--- config.mk ---
export PLATFORM = sky130hd
export DESIGN_NAME = updown_period_timer
export DESIGN_NICKNAME = d
export VERILOG_FILES = /design/src/rtl/updown_period_timer.sv
export SDC_FILE = /design/constraint.sdc
export NUM_CORES = 1
export LEC_CHECK = 0
export CAP_MARGIN = 20
export CORE_AREA = 2 2 92 94
export CTS_CLUSTER_DIAMETER = 120
export DETAILED_ROUTE_END_ITERATION = 10
export DIE_AREA = 0 0 94 96
export GPL_TIMING_DRIVEN = 0
export PLACE_DENSITY = 0.53
export SYNTH_ARGS = -nofsm -noshare
export SYNTH_HDL_FRONTEND = slang
export SYNTH_SLANG_ARGS = --single-unit
--- constraint.sdc ---
create_clock -name clk -period 8 [get_ports clk]
set_clock_uncertainty 0.2 [all_clocks]
set_input_delay 1.6 -clock clk [delete_from_list [all_inputs] [get_ports clk]]
set_output_delay 1.6 -clock clk [all_outputs]
set_load 0.01 [all_outputs]
--- src/rtl/updown_period_timer.sv ---
module updown_period_timer #(
  parameter int W = 16
) (
  input  logic         clk,
  input  logic         rst,
  input  logic         tick,
  input  logic [1:0]   mode,
  input  logic         clear,
  input  logic [W-1:0] period,
  input  logic         cmp_ie,
  input  logic         roll_ie,
  input  logic         gie,
  input  logic         cmp_flag_clr,
  input  logic         roll_flag_clr,
  output logic [W-1:0] count,
  output logic         dir_down,
  output logic         cmp_flag,
  output logic         roll_flag,
  output logic         cmp_irq,
  output logic         roll_irq
);
  localparam logic [W-1:0] ZERO = '0;
  localparam logic [W-1:0] ONE  = {{(W-1){1'b0}}, 1'b1};
  localparam logic [W-1:0] TOP  = '1;

  logic [W-1:0] nxt;
  logic         nxt_down, roll_set, cmp_set, fall;

  always_comb begin
    nxt      = count;
    nxt_down = dir_down;
    roll_set = 1'b0;
    fall     = 1'b0;
    if (tick) begin
      case (mode)
        2'b01: begin
          if (count >= period) begin
            nxt      = ZERO;
            roll_set = 1'b1;
          end else begin
            nxt = count + ONE;
          end
        end
        2'b10: begin
          nxt      = count + ONE;
          roll_set = (count == TOP);
        end
        2'b11: begin
          if (dir_down) fall = 1'b1;
          else if (count >= period && count != ZERO) fall = 1'b1;
          else if (count < period) nxt = count + ONE;
          if (fall) begin
            if (count <= ONE) begin
              nxt      = ZERO;
              nxt_down = 1'b0;
              roll_set = 1'b1;
            end else begin
              nxt      = count - ONE;
              nxt_down = 1'b1;
            end
          end
        end
        default: ;
      endcase
    end
  end

  assign cmp_set = tick && (mode != 2'b00) && (nxt == period);

  always_ff @(posedge clk) begin
    if (rst) begin
      count     <= ZERO;
      dir_down  <= 1'b0;
      cmp_flag  <= 1'b0;
      roll_flag <= 1'b0;
    end else begin
      if (clear) begin
        count    <= ZERO;
        dir_down <= 1'b0;
      end else begin
        count    <= nxt;
        dir_down <= nxt_down;
      end
      cmp_flag  <= (cmp_set && !clear) || (cmp_flag && !cmp_flag_clr);
      roll_flag <= (roll_set && !clear) || (roll_flag && !roll_flag_clr);
    end
  end

  assign cmp_irq  = cmp_flag && cmp_ie && gie;
  assign roll_irq = roll_flag && roll_ie && gie;
endmodule


## Word-level counts from Yosys, hierarchy flattened

Cells that the tools add are included.

- $add $sub $neg: 2
- Order comparisons: 3
- Eq/ne operators: 5
- Muxes and demuxes: 18
- Reduce and logical (&&, ||, !) cells: 20

Operator list:

| kind | count |
|---|---|
| $mux 16 | 7 |
| $pmux 16 s3 | 1 |
| $add 16x1->16 const B | 1 |
| $eq 16x16->1 | 1 |
| $eq 16x16->1 const B | 1 |
| $ge 16x16->1 | 1 |
| $le 16x1->1 const B | 1 |
| $lt 16x16->1 | 1 |
| $reduce_bool 16->1 | 1 |
| $sub 16x1->16 const B | 1 |
| $logic_and 1x1->1 | 11 |
| $mux 1 | 9 |
| $eq 2x2->1 const B | 2 |
| $logic_not 1->1 | 3 |
| $pmux 1 s3 | 1 |
| $reduce_and 3->1 | 1 |
| $eq 2x1->1 const B | 1 |
| $logic_or 1x1->1 | 2 |
| $reduce_bool 2->1 | 1 |
| $reduce_or 2->1 | 1 |

- Flip-flop bits (word level): 19
- Input bits: 27
- Output and inout port bits: 21
- Logic and storage cells: 52

## Longest topological paths before layout

Gate-level depths: netlist (run 1).

- Depth after elaboration: 13
- Depth in mapped cells: 15
- Mapped depth without buffers: 13

## Worst setup path before layout (run 1)

No wires, ideal clock.

- Path type: input to register
- From: in period[13]
- To: reg cmp_flag
- Library setup time: 0.069 ns
- Arrival time: 4.611 ns
- Data required time: 7.731 ns
- Setup slack: 3.120 ns
- Stages: 14
- Cell sequence: inv_1 ha_1 a211oi_2 nor2_1 or4_4 or3_1 buf_6 o21ai_2 o21ai_0 a221oi_1 mux2_2 nor4_1 nand4_1 o21ai_1

- Longest elaborated chain between the ends: 13
- Elaborated cells on any way between the ends: 18
- Those cells by class: 2 x order compare; 1 x eq/ne; 11 x mux; 4 x reduce/logical

Ends and longest elaborated chain:

| item | RTL line | RTL |
|---|---|---|
| from (decl) | 9 | `input logic [W-1:0] period,` |
| $ge 16x16->1 | 37, 50 |  |
| $logic_and 1x1->1 | 50 | `else if (count >= period && count != ZERO) fall = 1'b1;` |
| $mux 1 | 50 |  |
| $mux 1 | 49 | `if (dir_down) fall = 1'b1;` |
| $mux 1 | 35 | `case (mode)` |
| $mux 1 | 34 | `if (tick) begin` |
| $mux 16 | 52 | `if (fall) begin` |
| $pmux 16 s3 | 35 |  |
| $mux 16 | 34 |  |
| $eq 16x16->1 (*) | 68 | `assign cmp_set = tick && (mode != 2'b00) && (nxt == period);` |
| $logic_and 1x1->1 (*) | 68 |  |
| $logic_and 1x1->1 (*) | 84 | `cmp_flag <= (cmp_set && !clear) \|\| (cmp_flag && !cmp_flag_clr);` |
| $logic_or 1x1->1 (*) | 84 |  |
| to (signal assigned) | 84 |  |
| to (decl) | 17 | `output logic cmp_flag,` |

Mark *: on every way between the ends. The rest lies on a longest branch, timed or not. The select of a mux whose other input is x is not followed.
A chain may end at the register's enable or synchronous reset.

## Worst setup path in the final report (run 1)

- From: in period[11]
- To: reg cmp_flag

The elaborated chain is that of the path after synthesis.

==> impl_metrics.tcl, run 1 <==
set metrics [dict create \
    ys_ff_latch 19 \
    diodes 0 \
    io_pins 48 \
    syn_avg_cell_area_um2 6.86 \
    start_kind "input pin" \
    ys.flop_type "dfxtp_1" \
    relSlewSlack_pct 48.7 \
    holdCritStartpoint "cmp_flag" \
    yosysUniqueCellTypes 67 \
    io_buffers 47 \
    powerDensity_nw_per_um2 82.7 \
    synth_area_leaders "dfxtp_1 (14%), ha_1 (9.2%), nor2_1 (6.4%), nand2_1 (5.1%), xnor2_1 (3.9%)" \
    rsz0062_at_grt "no" \
    overflow 0 \
    synth_top_area_share_pct 14.0 \
    status "complete, no violations" \
    path_clk_slew_ns 0.09 \
    clock-sinks 19 \
    path_class "in2reg" \
    cts_hold_buf 0 \
    critPathMaxStageDelay_ns 0.77 \
    seq_area_frac_synth_pct 14.0 \
    grt_pass1_vias 3064 \
    syn_area_um2 2720 \
    start_util_pct 33.7 \
    fmax_ghz 0.162 \
    peakVddDrop_mv 0.0574 \
    r2r-end "cmp_flag" \
    synth_edf_count 0 \
    critPathArrivalTime_ns 6.16 \
    finalPower_mw 0.278 \
    synthArstFlopShare_pct 0 \
    drive_above_1_share_pct 6.49 \
    grt.total_usage_pct 24.8 \
    cts_buffers 3 \
    crit_chain "clkdlybuf4s50_1, inv_1, ha_1, nand4_1, nor4_2, or2_2, buf_2, nand2_1, nand3_1, o21ai_0, a221oi_1, mux2_2, nor4_1, nand4_1, o21ai_1" \
    grt_pass1_wl_um 17000 \
    synth_common_cells "nor2_1 (46), nand2_1 (37), inv_1 (23)" \
    htreeDepth 1 \
    reg2reg_depth 13 \
    yosysMostFrequentCell "nor2_1" \
    clk_path_buf_depth 2 \
    globalRouteMet1Util_pct 33.9 \
    hold_violations 0 \
    drtAntennaViolNets 0 \
    cts-root-buf "clkbuf_8" \
    num_vias 3273 \
    yosys_warnings 0 \
    netlist_instances 396 \
    maxSlewViolCount 0 \
    rr_startpoint "count[15]" \
    drtIter0Drc 324 \
    min_period_over_period_pct 77.0 \
    antenna_found_initial 0 \
    grtUsageMet2_pct 41.0 \
    end_kind "flop" \
    rrSetupSlack_ns 3.33 \
    hpwl_um 8550 \
    die_h_um 96 \
    cp_max_fo 7 \
    yosysTopAreaCell "dfxtp_1" \
    setup_violations 0 \
    avgRoutedWirePerCell_um 20.0 \
    gp_congestion 0.981 \
    rows 33 \
    areaGrowthSynthToFinish_pct 23.8 \
    cp_slowest_cell "nor4_2" \
    grt_max_degree 11 \
    p_leak_nw 1.30 \
    post-route-min-period_ns 6.16 \
    tns_ns 0 \
    holdPathStages 2 \
    synthesis.nets 443 \
    cts_setup_buffers 0 \
    drcViolationCount 0 \
    cp.required_ns 8.01 \
    cts_tree "yes" \
    top_usage_layer "met2" \
    post_cts_resized 0 \
    vias_per_cell 5.93 \
    fillers 910 \
    drv_cap 0 \
    wl_um 11000 \
    clk_latency_ns 0.27 \
    die_area_um2 9020 \
    grtUsageMet3_pct 3.60 \
    path_buf_inv 3 \
    final_net_count 495 \
    cp_common_cell "nand4_1" \
    critPathTopFamily "simple AND/OR/NAND/NOR gates" \
    coreArea_um2 8050 \
    hold_end "cmp_flag" \
    tightest_slew_ns 0.763 \
    die_w_um 94 \
    hp-class "reg2reg" \
    firstDrtPassIters 7 \
]
==> worst reg2reg max path, stage by stage (launching register included) <==
cell      delay (ns)
dfxtp_1         0.45
ha_1            0.38
nand4_2         0.23
nor4_2          0.76
or2_2           0.22
buf_2           0.19
nand2_1         0.22
nand3_1         0.17
o21ai_0         0.09
a221oi_1        0.56
mux2_2          0.41
nor4_1          0.44
nand4_1         0.15
o21ai_1         0.14
==> cell type report <==
| cell class | count | area [um2] | share of cell area, % |
|---|---|---|---|
| inverters | 23 | 86.3 | 2.57 |
| well taps | 105 | 131 | 3.91 |
| multi-input cells | 328 | 2130 | 63.3 |
| repair buffers | 47 | 470 | 14.0 |
| plain buffers | 26 | 120 | 3.57 |
| clock buffers | 4 | 45.0 | 1.34 |
| flip-flops and latches | 19 | 380 | 11.3 |
==> kinds of logic after synthesis <==
family	share of synthesized area, %
flops	14.0
fa+ha+maj	9.22
xor+xnor	6.45
buf+inv	7.60
mux	1.15
compound gates	29.6
simple gates	32.0
==> where the power goes <==
part           switching, mW  total (mW)  internal [mW]
clock network         0.0403      0.0760         0.0356
registers            0.00295      0.0987         0.0957
logic                 0.0630       0.103         0.0404
total                  0.106       0.278          0.172
==> per-layer routing <==
| metal | vias to the layer above | routed length, um |
|---|---|---|
| met2 | 157 | 5080 |
| li1 | 1570 | - |
| met3 | 30 | 848 |
| met5 | - | 0 |
| met1 | 1516 | 4840 |
| met4 | 0 | 274 |
==> registers in the layout, indices dropped and copies added (netlist names) <==
signal,flops
dir_down,1
count,16
roll_flag,1
cmp_flag,1
==> cell usage in the layout, fill, tap and decap left out, types with 5 or more instances in the layout <==
master	Yosys	final
a211oi_1	6	6
o21ai_0	20	20
nand3_1	18	18
a21oi_1	20	20
o211ai_1	8	8
nor3_1	20	20
nand2_1	37	37
clkdlybuf4s50_1	0	47
nor2_1	46	46
nand2b_1	5	5
nor4_1	10	10
dfxtp_1	19	19
inv_1	23	23
nand4_1	8	8
ha_1	20	20
buf_2	6	6
clkbuf_1	17	18
and3_1	7	7
xor2_1	8	8
xnor2_1	12	12
==> worst max-delay path by stage <==
stage | from | endpoint | cells past startpoint
6_report | period[11] | cmp_flag | 15
5_1_grt | period[11] | cmp_flag | 15
4_1_cts | period[11] | cmp_flag | 15
3_5_place_dp | period[11] | cmp_flag | 15
3_3_place_gp | period[11] | cmp_flag | 15
2_1_floorplan | period[13] | cmp_flag | 14
==> through the flow <==
| step | area (um2) | utilization (%) | cells | setup slack, ns | hold slack [ns] |
|---|---|---|---|---|---|
| finish | 3360 | 41.8 | 552 | 1.84 | 0.268 |
| global route | 3360 | 41.8 | 552 | 1.53 | 0.289 |
| CTS | 3360 | 41.8 | 552 | 1.94 | 0.273 |
| detailed placement | 3320 | 41.2 | 548 | 1.67 | 0.263 |
| global placement | 3320 | 41.2 | 548 | 1.69 | 0.259 |
| floorplan | 2720 | - | 396 | 3.12 | 0.278 |
No activity file was read; power rests on OpenSTA's default activity.
==> run 2: changes to the inputs <==
Settings changed: PLACE_DENSITY 0.53 to 0.56.
Clock period 8 ns to 5.5 ns, I/O delays scaled along.
==> run 2 against run 1 <==
Compared with the run above:
- wire length down 3.8%
- first-iteration DRC count down 12%
- clock-buffer cell count decreased by 1
- non-clock buffer count unchanged
- largest power group unchanged
- sequential share of layout area is 0.054 points lower
- setup slack worse by 1.7 ns
- final area up 0.48%
- sequential power increased by 45%
- die area is the same
- register-to-register slack got worse by 2.4 ns
- cell count stayed put
- critical endpoint unchanged
- global-route usage is 0.74 points lower
==> impl_metrics.tcl, run 2 (same netlist as run 1, synthesis figures left out) <==
set metrics [dict create \
    fmax_ghz 0.187 \
    cts_buffers 3 \
    grt.total_usage_pct 24.0 \
    final_common_cell "clkdlybuf4s50_1" \
    setup_violations 0 \
    rows 33 \
    p_switching_mw 0.161 \
    critPathMaxStageDelay_ns 0.53 \
    drcViolationCount 0 \
    vias_per_cell 5.93 \
    globalRouteMet1Util_pct 32.3 \
    p_leak_nw 1.32 \
    hold_violations 0 \
    gp_congestion 0.968 \
    final_net_count 495 \
    cts-root-buf "clkbuf_8" \
    overflow 0 \
    coreArea_um2 8050 \
    grt_pass1_wl_um 16700 \
    grt_pass1_vias 3039 \
    relSlewSlack_pct 50.5 \
    num_vias 3275 \
    cp.required_ns 5.52 \
    io_pins 48 \
    firstDrtPassIters 5 \
    die_h_um 96 \
    avgRoutedWirePerCell_um 19.3 \
    tightest_slew_ns 0.738 \
    top_usage_layer "met2" \
    place_area_um2 3320 \
    rsz0062_at_grt "no" \
    clock-sinks 19 \
    drtIter0Drc 286 \
    powerDensity_nw_per_um2 121 \
    clk_path_buf_depth 2 \
    critPathArrivalTime_ns 5.38 \
    wl_um 10600 \
    path_class "in2reg" \
    crit_chain "clkdlybuf4s50_1, inv_1, ha_1, nand4_2, nor3_1, or4_4, or3_1, buf_6, o21ai_2, o21ai_0, a221oi_2, mux2_2, nor4_1, nand4_1, o21ai_1" \
    setup_slack_ns 0.141 \
    top_register "count" \
    post-route-min-period_ns 5.36 \
    grtUsageMet2_pct 40.4 \
    maxSlewViolCount 0 \
    pwr-share-comb_pct 36.3 \
    end_kind "flop" \
    drtAntennaViolNets 0 \
    path_clk_slew_ns 0.09 \
    grt_max_degree 12 \
    hpwl_um 8210 \
    largest_register_ffs 16 \
    status "complete, no violations" \
    die_w_um 94 \
    cp_max_fo 7 \
    power_frac_seq_pct 35.0 \
    swShare_pct 39.2 \
    cts_setup_buffers 0 \
    final_cell_area_um2 3380 \
    min_period_over_period_pct 97.4 \
    die_area_um2 9020 \
    start_util_pct 33.7 \
    cts_hold_buf 0 \
    htreeDepth 1 \
    diodes 0 \
    peakVddDrop_mv 0.0773 \
    post-place-ws_ns -0.104 \
    post_cts_resized 0 \
    cts_tree "yes" \
    intPower_mw 0.249 \
    grtUsageMet3_pct 3.52 \
    drive_above_1_share_pct 6.94 \
    clk_latency_ns 0.28 \
    io_buffers 47 \
    hp-class "reg2reg" \
    clkPwrFrac_pct 28.8 \
    layout_common_cells "clkdlybuf4s50_1 (47), nor2_1 (46), nand2_1 (37), inv_1 (23)" \
    holdWs_ns 0.277 \
    areaGrowthSynthToFinish_pct 24.4 \
    finalPower_mw 0.410 \
    start_kind "input pin" \
    cp_slowest_cell "clkdlybuf4s50_1" \
    drv_cap 0 \
    antenna_found_initial 0 \
]
[run 2: cell types whose count changed in the layout (fill, tap and decap cells not counted), sizes merged]
cell	previous run	this run
clkbuf	21	20
clkinv	0	1
[run 2: area by class of cell]
| class | instances | area (um2) |
|---|---|---|
| clock buffers | 3 | 41.3 |
| multi-input cells | 328 | 2140 |
| inverters | 23 | 86.3 |
| fillers | 873 | 4670 |
| plain buffers | 26 | 120 |
| flip-flops and latches | 19 | 380 |
| repair buffers | 47 | 470 |
| well taps | 105 | 131 |
| clock inverters | 1 | 5.00 |
[run 2: worst max-delay path, delay by kind of cell]
kind	cells	cell delay (ns)
AOI/OAI and AO/OA	4	1.07
muxes	1	0.38
adders and majority gates	1	0.33
buffers and inverters	3	0.75
and+or+nand+nor	6	1.76
[run 2: stage by stage]
step | instances | TNS (ns) | util, %
after floorplan | 396 | 0 | -
after global placement | 548 | -0.168 | 41.2
after detailed placement | 548 | -0.104 | 41.2
after CTS | 552 | 0 | 41.8
after global routing | 552 | 0 | 42.0
final | 552 | 0 | 42.0
[run 2: worst paths after layout]
| path | from | end | slack (ns) | cells after the start |
|---|---|---|---|---|
| setup / recovery | period[13] | cmp_flag | 0.14 | 15 |
| hold / removal | cmp_flag | cmp_flag | 0.28 | 2 |
| setup reg to reg | count[15] | cmp_flag | 0.92 | 13 |
| hold reg to reg | cmp_flag | cmp_flag | 0.28 | 2 |
[run 2: power groups by stage]
| stage | clock network, mW | logic (mW) | registers, mW |
|---|---|---|---|
| 2_1_floorplan | 0 | 0.0868 | 0.146 |
| 6_report | 0.118 | 0.149 | 0.143 |
| 5_1_grt | 0.125 | 0.162 | 0.144 |
| 3_5_place_dp | 0 | 0.145 | 0.146 |
| 4_1_cts | 0.121 | 0.146 | 0.143 |
| 3_3_place_gp | 0 | 0.145 | 0.146 |
[run 2: layer usage]
metal  wire length (um)  up-vias  part of all wire [%]
met5                  0        -                     0
met4                185        0                   1.7
met3                736       17                   6.9
met2               5000      170                    47
met1               4710     1523                    44
li1                   -     1565                     -
